**src/rtl/spf_pkg.sv**
```systemverilog
package spf_pkg;
  typedef enum logic [1:0] {
    OP_PROG = 2'd0,
    OP_SECT = 2'd1,
    OP_BLK  = 2'd2,
    OP_CHIP = 2'd3
  } arr_op_e;

  localparam logic [7:0] CMD_WREN  = 8'h06;
  localparam logic [7:0] CMD_WRDI  = 8'h04;
  localparam logic [7:0] CMD_RDSR  = 8'h05;
  localparam logic [7:0] CMD_WRSR  = 8'h01;
  localparam logic [7:0] CMD_PROG  = 8'h02;
  localparam logic [7:0] CMD_SECT  = 8'h20;
  localparam logic [7:0] CMD_BLK   = 8'hD8;
  localparam logic [7:0] CMD_CHIP  = 8'hC7;
  localparam logic [7:0] CMD_SLEEP = 8'hB9;
  localparam logic [7:0] CMD_WAKE  = 8'hAB;
endpackage

```
**src/rtl/spf_spi_rx.sv**
```systemverilog
module spf_spi_rx #(
  parameter int SYNC = 2,
  parameter int CNT_W = 3
) (
  input  logic             clk,
  input  logic             rst,
  input  logic             cs_n,
  input  logic             sclk,
  input  logic             mosi,
  output logic             byte_done,
  output logic [7:0]       rx_byte,
  output logic [CNT_W-1:0] byte_no,
  output logic             frame_end,
  output logic             frame_full,
  output logic [CNT_W-1:0] frame_bytes,
  output logic             sck_fall,
  output logic             cs_idle
);
  localparam logic [CNT_W-1:0] SAT = {CNT_W{1'b1}};

  logic [SYNC:0]   cs_p;
  logic [SYNC:0]   sck_p;
  logic [SYNC-1:0] mosi_p;
  logic [2:0]      bit_cnt;
  logic [6:0]      rx_sh;
  logic [CNT_W-1:0] nbytes;
  logic cs_s, cs_d, sck_rise;

  assign cs_s     = cs_p[SYNC-1];
  assign cs_d     = cs_p[SYNC];
  assign sck_rise = sck_p[SYNC-1] & ~sck_p[SYNC] & ~cs_s;
  assign sck_fall = ~sck_p[SYNC-1] & sck_p[SYNC] & ~cs_s;
  assign frame_end   = cs_s & ~cs_d;
  assign frame_full  = (bit_cnt == 3'd0);
  assign frame_bytes = nbytes;
  assign cs_idle     = cs_s;

  always_ff @(posedge clk) begin
    if (rst) begin
      cs_p   <= '1;
      sck_p  <= '0;
      mosi_p <= '0;
    end else begin
      cs_p   <= {cs_p[SYNC-1:0], cs_n};
      sck_p  <= {sck_p[SYNC-1:0], sclk};
      mosi_p <= {mosi_p[SYNC-2:0], mosi};
    end
  end

  always_ff @(posedge clk) begin
    if (rst) begin
      bit_cnt   <= '0;
      nbytes    <= '0;
      rx_sh     <= '0;
      byte_done <= 1'b0;
      rx_byte   <= '0;
      byte_no   <= '0;
    end else begin
      byte_done <= 1'b0;
      if (cs_d) begin
        bit_cnt <= '0;
        nbytes  <= '0;
      end else if (sck_rise) begin
        rx_sh   <= {rx_sh[5:0], mosi_p[SYNC-1]};
        bit_cnt <= bit_cnt + 3'd1;
        if (bit_cnt == 3'd7) begin
          byte_done <= 1'b1;
          rx_byte   <= {rx_sh, mosi_p[SYNC-1]};
          byte_no   <= nbytes;
          if (nbytes != SAT) nbytes <= nbytes + 1'b1;
        end
      end
    end
  end

  // a byte takes eight SCLK rises, so its strobe never repeats next cycle
  AST_BYTE_STROBE_SPACED: assert property (@(posedge clk) disable iff (rst)
    byte_done |=> !byte_done);
endmodule

```
**src/rtl/spf_region_guard.sv**
```systemverilog
module spf_region_guard #(
  parameter int ADDR_W = 18
) (
  input  logic [1:0]        bp,
  input  logic [ADDR_W-1:0] addr,
  output logic              hit
);
  always_comb begin
    unique case (bp)
      2'b00: hit = 1'b0;
      2'b01: hit = &addr[ADDR_W-1 -: 2];
      2'b10: hit = addr[ADDR_W-1];
      default: hit = 1'b1;
    endcase
  end
endmodule

```
**src/rtl/spi_flash_guard.sv**
```systemverilog
module spi_flash_guard
  import spf_pkg::*;
#(
  parameter int ADDR_W = 18,
  parameter int PAGE_W = 8,
  parameter int SECT_W = 12,
  parameter int BLK_W  = 16,
  parameter logic [7:0] SIG = 8'h11
) (
  input  logic              clk,
  input  logic              rst,
  input  logic              cs_n,
  input  logic              sclk,
  input  logic              mosi,
  output logic              miso,
  input  logic              wp_n,
  output logic              arr_req,
  output logic [1:0]        arr_op,
  output logic [ADDR_W-1:0] arr_addr,
  input  logic              arr_done,
  output logic              pg_wen,
  output logic [PAGE_W-1:0] pg_col,
  output logic [7:0]        pg_data
);
  localparam int CNT_W = 3;
  localparam int AB_W  = 24;

  logic              byte_done, frame_end, frame_full, sck_fall, cs_idle;
  logic [7:0]        rx_byte;
  logic [CNT_W-1:0]  byte_no, frame_bytes;
  logic [7:0]        opc_q, wrsr_q, tx_sh;
  logic [AB_W-1:0]   addr_q;
  logic [AB_W-1:0]   addr_nx;
  logic [PAGE_W-1:0] col_q;
  logic              wel_q, busy_q, dpd_q, srwd_q;
  logic [1:0]        bp_q;
  logic              prot_hit, hw_lock, go, wake, pp_ok;
  logic [7:0]        status, resp;
  logic [ADDR_W-1:0] tgt;

  spf_spi_rx #(.SYNC(2), .CNT_W(CNT_W)) u_rx (
    .clk(clk), .rst(rst), .cs_n(cs_n), .sclk(sclk), .mosi(mosi),
    .byte_done(byte_done), .rx_byte(rx_byte), .byte_no(byte_no),
    .frame_end(frame_end), .frame_full(frame_full),
    .frame_bytes(frame_bytes), .sck_fall(sck_fall), .cs_idle(cs_idle)
  );

  assign tgt = addr_q[ADDR_W-1:0];

  spf_region_guard #(.ADDR_W(ADDR_W)) u_guard (
    .bp(bp_q), .addr(tgt), .hit(prot_hit)
  );

  assign addr_nx = {addr_q[AB_W-9:0], rx_byte};
  assign status  = {srwd_q, 3'b000, bp_q, wel_q, busy_q};
  assign hw_lock = srwd_q & ~wp_n;
  assign go      = frame_end & frame_full & (frame_bytes != '0) & ~busy_q & ~dpd_q;
  assign wake    = frame_end & frame_full & (frame_bytes != '0) & ~busy_q & (opc_q == CMD_WAKE);
  assign pp_ok   = (opc_q == CMD_PROG) & wel_q & ~busy_q & ~dpd_q & ~prot_hit;

  always_comb begin
    resp = 8'h00;
    if (frame_bytes != '0) begin
      if (opc_q == CMD_RDSR && !dpd_q) resp = status;
      else if (opc_q == CMD_WAKE)      resp = SIG;
    end
  end

  // byte capture and page data forwarding
  always_ff @(posedge clk) begin
    if (rst) begin
      opc_q   <= '0;
      addr_q  <= '0;
      wrsr_q  <= '0;
      col_q   <= '0;
      pg_wen  <= 1'b0;
      pg_col  <= '0;
      pg_data <= '0;
    end else begin
      pg_wen <= 1'b0;
      if (byte_done) begin
        if (byte_no == 3'd0) opc_q <= rx_byte;
        if (byte_no >= 3'd1 && byte_no <= 3'd3) addr_q <= addr_nx;
        if (byte_no == 3'd1) wrsr_q <= rx_byte;
        if (byte_no == 3'd3) col_q <= addr_nx[PAGE_W-1:0];
        if (byte_no >= 3'd4 && pp_ok) begin
          pg_wen  <= 1'b1;
          pg_col  <= col_q;
          pg_data <= rx_byte;
          col_q   <= col_q + 1'b1;
        end
      end
    end
  end

  // instruction execution at frame end, status and array request
  always_ff @(posedge clk) begin
    if (rst) begin
      wel_q    <= 1'b0;
      busy_q   <= 1'b0;
      dpd_q    <= 1'b0;
      srwd_q   <= 1'b0;
      bp_q     <= 2'b00;
      arr_req  <= 1'b0;
      arr_op   <= OP_PROG;
      arr_addr <= '0;
    end else begin
      arr_req <= 1'b0;
      if (arr_done && busy_q) begin
        busy_q <= 1'b0;
        wel_q  <= 1'b0;
      end
      if (wake) dpd_q <= 1'b0;
      if (go) begin
        unique case (opc_q)
          CMD_WREN:  wel_q <= 1'b1;
          CMD_WRDI:  wel_q <= 1'b0;
          CMD_SLEEP: dpd_q <= 1'b1;
          CMD_WRSR: if (frame_bytes >= 3'd2 && wel_q && !hw_lock) begin
            bp_q   <= wrsr_q[3:2];
            srwd_q <= wrsr_q[7];
            wel_q  <= 1'b0;
          end
          CMD_PROG: if (frame_bytes >= 3'd5 && wel_q && !prot_hit) begin
            arr_req  <= 1'b1;
            arr_op   <= OP_PROG;
            arr_addr <= {tgt[ADDR_W-1:PAGE_W], {PAGE_W{1'b0}}};
            busy_q   <= 1'b1;
          end
          CMD_SECT: if (frame_bytes >= 3'd4 && wel_q && !prot_hit) begin
            arr_req  <= 1'b1;
            arr_op   <= OP_SECT;
            arr_addr <= {tgt[ADDR_W-1:SECT_W], {SECT_W{1'b0}}};
            busy_q   <= 1'b1;
          end
          CMD_BLK: if (frame_bytes >= 3'd4 && wel_q && !prot_hit) begin
            arr_req  <= 1'b1;
            arr_op   <= OP_BLK;
            arr_addr <= {tgt[ADDR_W-1:BLK_W], {BLK_W{1'b0}}};
            busy_q   <= 1'b1;
          end
          CMD_CHIP: if (wel_q && bp_q == 2'b00) begin
            arr_req  <= 1'b1;
            arr_op   <= OP_CHIP;
            arr_addr <= '0;
            busy_q   <= 1'b1;
          end
          default: ;
        endcase
      end
    end
  end

  // serial output, loaded at byte boundaries on falling SCLK
  always_ff @(posedge clk) begin
    if (rst) begin
      miso  <= 1'b0;
      tx_sh <= '0;
    end else if (cs_idle) begin
      miso <= 1'b0;
    end else if (sck_fall) begin
      if (frame_full) begin
        miso  <= resp[7];
        tx_sh <= {resp[6:0], 1'b0};
      end else begin
        miso  <= tx_sh[7];
        tx_sh <= {tx_sh[6:0], 1'b0};
      end
    end
  end

  AST_REQ_NEEDS_WEL: assert property (@(posedge clk) disable iff (rst)
    arr_req |-> wel_q);
  AST_PAGE_NEEDS_WEL: assert property (@(posedge clk) disable iff (rst)
    pg_wen |-> wel_q);
  AST_REQ_WHOLE_BYTES: assert property (@(posedge clk) disable iff (rst)
    arr_req |-> $past(frame_full && frame_end));
  AST_REQ_UNPROTECTED: assert property (@(posedge clk) disable iff (rst)
    (arr_req && arr_op != OP_CHIP) |-> !prot_hit);
  AST_CHIP_NEEDS_OPEN: assert property (@(posedge clk) disable iff (rst)
    (arr_req && arr_op == OP_CHIP) |-> (bp_q == 2'b00));
  AST_HW_LOCK_HOLDS: assert property (@(posedge clk) disable iff (rst)
    hw_lock |=> ($stable(bp_q) && srwd_q));
  AST_SLEEP_NO_REQ: assert property (@(posedge clk) disable iff (rst)
    dpd_q |-> !arr_req);
  AST_REQ_SETS_BUSY: assert property (@(posedge clk) disable iff (rst)
    arr_req |-> (busy_q && !$past(busy_q)));
endmodule

```
**config.mk**
```make
export PLATFORM = sky130hd
export DESIGN_NAME = spi_flash_guard
export DESIGN_NICKNAME = d
export VERILOG_FILES = /design/src/rtl/spf_pkg.sv /design/src/rtl/spf_spi_rx.sv /design/src/rtl/spf_region_guard.sv /design/src/rtl/spi_flash_guard.sv
export SDC_FILE = /design/constraint.sdc
export NUM_CORES = 1
export LEC_CHECK = 0
export ABC_AREA = 1
export CAP_MARGIN = 5
export CORE_UTILIZATION = 44
export CTS_CLUSTER_SIZE = 20
export DETAILED_ROUTE_END_ITERATION = 10
export PLACE_DENSITY = 0.63
export SYNTH_ARGS = -nofsm -noshare
export SYNTH_HDL_FRONTEND = slang
export SYNTH_SLANG_ARGS = --single-unit
```
**constraint.sdc**
```tcl
create_clock -name clk -period 2.03 [get_ports clk]
set_input_delay 0.203 -clock clk [delete_from_list [all_inputs] [get_ports clk]]
set_output_delay 0.203 -clock clk [all_outputs]
set_load 0.005 [all_outputs]
```
==> impl_metrics.env <==
export IMPL_die_area_um2=11780
export IMPL_synthArstFlopShare_pct=0
export IMPL_grt_pass1_vias=3857
export IMPL_synthMuxAreaShare_pct=0
export IMPL_initial_core_util_pct=45.65
export IMPL_cts_tree="built"
export IMPL_max_cap_violations=0
export IMPL_ys_types=39
export IMPL_grt_pass1_wl_um=18080
export IMPL_layout_drive_gt1_share_pct=11.52
export IMPL_wl_um=10930
export IMPL_wire_per_inst_um=12.96
export IMPL_globalRouteOverflowTotal=0
export IMPL_slew_headroom_pct=63.88
export IMPL_clk_latency_ns=0.42
export IMPL_synth_edf_count=0
export IMPL_yosys_area_share_adder_pct=2.256
export IMPL_worstHoldStart="mosi"
export IMPL_fillers=1027
export IMPL_synthesis_area_um2=4992
export IMPL_syn_area_per_cell_um2=7.622
export IMPL_finClkSkew_ns=0.009130
export IMPL_setup_violations_final=0
export IMPL_groute_usage_overall_pct=20.23
export IMPL_cts_buffers=17
export IMPL_p_leak_nw=2.432
export IMPL_place_port_buffers=37
export IMPL_ant_nets=0
export IMPL_antenna_found_initial=0
export IMPL_seqCellArea_um2=2282
export IMPL_h_tree_depth=4
export IMPL_multi_input_area_um2=2247
export IMPL_clk_path_buf_depth=2
export IMPL_num_rows=38
export IMPL_hold_class="input port to flip-flop"
export IMPL_criticalPathCategory="flip-flop to flip-flop"
export IMPL_dr_first_iter_drc_count=248
export IMPL_finalCriticalPeriod_ns=1.814
export IMPL_status="complete, no violations"
export IMPL_hpwl_um=7574
export IMPL_yosys_area_share_simple_pct=22.83
export IMPL_grt_max_degree=41
export IMPL_design_area_um2=5967
export IMPL_num_vias=4242
export IMPL_clock_fmax_ghz=0.5514
export IMPL_nets=707
export IMPL_worst_pin_slew_ns=0.5377
export IMPL_vias_per_cell=5.032
export IMPL_synthXorXnorAreaFrac_pct=0.8772
export IMPL_r2r_end="bp_q[1]"
export IMPL_boundaryPins=46
export IMPL_root_buffer="clkbuf_16"
export IMPL_critPathLaunch="u_rx.frame_bytes[0]"
export IMPL_seq_area_frac_synth_pct=45.71
export IMPL_diodes=0
export IMPL_finalSetupTns_ns=0
export IMPL_worst_r2r_path_depth=13
export IMPL_hold_viol_final=0
export IMPL_power_density_nw_per_um2=847.1
export IMPL_die_h_um=108.5
export IMPL_rsz0062_at_grt="no"
export IMPL_die_x_um=108.5
export IMPL_gp_congestion=0.9060
export IMPL_total_power_mw=5.054
export IMPL_placed_cell_area_um2=5419
export IMPL_startpoint_type="flip-flop"
export IMPL_areaGrowthSynthToFinish_pct=19.52
export IMPL_clk_pin_slew_ns=0.05
export IMPL_fin_crit_sh_pct=89.34
export IMPL_slew_violations=0
export IMPL_r2r_slack_ns=0.22
export IMPL_dr_pass1_iters=4
export IMPL_crit_fanout=6
export IMPL_ir_drop_mv=0.5786
export IMPL_synth_compound_area_share_pct=18.30
export IMPL_min_path_cells=3
export IMPL_ys_ff_latch=114
export IMPL_core_um2=10940
export IMPL_worst_hold_path_endpoint="u_rx.mosi_p[0]"
export IMPL_cts_sinks=114
export IMPL_cp_arrival_ns=2.12
export IMPL_synth_warning_count=0
export IMPL_netlist_instances=655
export IMPL_reg2reg_from="u_rx.frame_bytes[0]"
export IMPL_synthFlopType="dfxtp_1"
export IMPL_synth_top_family_by_area="simple AND/OR/NAND/NOR gates"
export IMPL_drc_errors=0
export IMPL_worstPathRequired_ns=2.33
export IMPL_endpoint_kind="flip-flop"
==> cell usage in the layout (no fill, tap or decap), types with 2 or more instances in the layout <==
master	synthesis	routed
dfxtp_1	114	114
nor2_1	103	103
nand2_1	78	78
o21ai_0	71	71
a21oi_1	67	67
inv_1	60	60
clkdlybuf4s50_1	0	37
nand3_1	30	30
clkbuf_16	0	17
o21ai_1	14	14
a21oi_2	12	12
nor3_1	9	9
ha_1	9	9
conb_1	1	8
inv_2	6	7
nand2_2	6	6
nor2_2	5	5
nor2_4	5	5
clkbuf_1	11	5
clkinv_2	0	5
nand4_1	4	4
xor2_1	4	4
buf_4	11	4
o21ai_2	3	3
or2_2	3	3
clkbuf_8	0	3
buf_12	1	3
nand3_4	1	2
nor4_1	2	2
a22oi_1	2	2
==> cells in the mapped netlist (2+ instances only) <==
cell type,instances,area (um2)
buf_2,4,20.02
inv_1,60,225.2
or2_2,3,18.77
dfxtp_1,114,2282
nor4_1,2,12.51
ha_1,9,112.6
nand2_1,78,292.8
inv_2,6,22.52
buf_6,6,67.56
nand2_2,6,37.54
nor2_2,5,31.28
xor2_1,4,35.03
o21ai_1,14,70.07
nor2_4,5,56.30
clkinv_1,2,7.510
nor3_1,9,45.04
a21oi_2,12,105.1
o21ai_2,3,26.28
clkbuf_1,11,41.29
buf_4,11,82.58
a21oi_1,67,335.3
o21ai_0,71,355.3
nand3_1,30,150.1
nand4_1,4,25.02
a22oi_1,2,15.01
nor2_1,103,386.6
nand3_2,2,20.02
==> per-layer routing <==
metal / up-vias / part of all wire (%) / GRT usage (%)
met5: - / 0 / 0
met4: 0 / 1.9 / 8.687
met3: 20 / 4.5 / 6.389
met2: 94 / 46 / 31.01
met1: 1937 / 48 / 26.08
li1: 2191 / - / -
==> timing repair <==
item | CTS | global route
hold buffers | 0 | 0
setup buffers | 0 | 0
setup endpoints to repair | 0 | 2
resized for setup | 0 | 1
==> flip-flops by register name, indices dropped and copies added, names as in the netlist, 2 cells and up <==
name / cells
u_rx.frame_bytes: 3
u_rx.rx_byte: 8
arr_addr: 10
tx_sh: 7
addr_q: 18
u_rx.cs_p: 3
col_q: 8
u_rx.byte_no: 3
u_rx.rx_sh: 7
pg_data: 8
u_rx.mosi_p: 2
opc_q: 8
u_rx.bit_cnt: 3
bp_q: 2
u_rx.sck_p: 3
pg_col: 8
arr_op: 2
wrsr_q: 3
==> cell families (layout without fill, tap and decap cells) <==
group / Yosys count / in the layout
AOI/OAI and AO/OA: 170 / 170
and+or+nand+nor: 253 / 253
DFF: 114 / 114
adders and majority gates: 9 / 9
xor gates and xnor gates: 5 / 5
other: 1 / 8
buffers and inverters: 103 / 144
==> cell type report <==
type | count | area share, %
Sequential cell | 114 | 38.25
Multi-Input combinational cell | 445 | 37.66
Clock buffer | 25 | 8.136
Timing Repair Buffer | 44 | 7.717
Inverter | 69 | 4.382
Tap cell | 140 | 2.936
Clock inverter | 6 | 0.9226
==> critical path, stage by stage (launching register included) <==
cell,delay (ns)
dfxtp_1,0.33
inv_1,0.16
ha_1,0.17
inv_1,0.04
nor2_2,0.15
nor2_4,0.06
nand2_1,0.09
clkinv_1,0.10
nand2_2,0.10
inv_1,0.06
nand2_1,0.15
inv_1,0.08
o21ai_0,0.15
nor2_1,0.06
==> how the worst max path moves through the flow <==
| stage | cells after the start | end |
|---|---|---|
| global route | 13 | bp_q[1] |
| detailed placement | 10 | arr_addr[12] |
| global placement | 10 | arr_addr[12] |
| finish | 13 | bp_q[1] |
| floorplan | 13 | arr_addr[10] |
| CTS | 10 | arr_addr[12] |
==> through the flow <==
| step | hold slack (ns) | setup slack, ns | utilization, % | cells |
|---|---|---|---|---|
| after floorplan | 0.3068 | 0.4286 | - | 662 |
| after global placement | 0.3905 | 0.2788 | 49.55 | 812 |
| after detailed placement | 0.3927 | 0.2230 | 49.55 | 812 |
| after CTS | 0.2887 | 0.2190 | 54.50 | 843 |
| after global routing | 0.3248 | 0.02883 | 54.57 | 843 |
| final | 0.3027 | 0.2165 | 54.57 | 843 |
==> power breakdown <==
group          leakage [nW]  switching [mW]  internal (mW)
Sequential            0.919         0.00303           2.25
Clock                 0.271           0.963           1.76
Combinational          1.24          0.0510         0.0323
Total                  2.43            1.02           4.04
(Power assumes the default switching activity.)
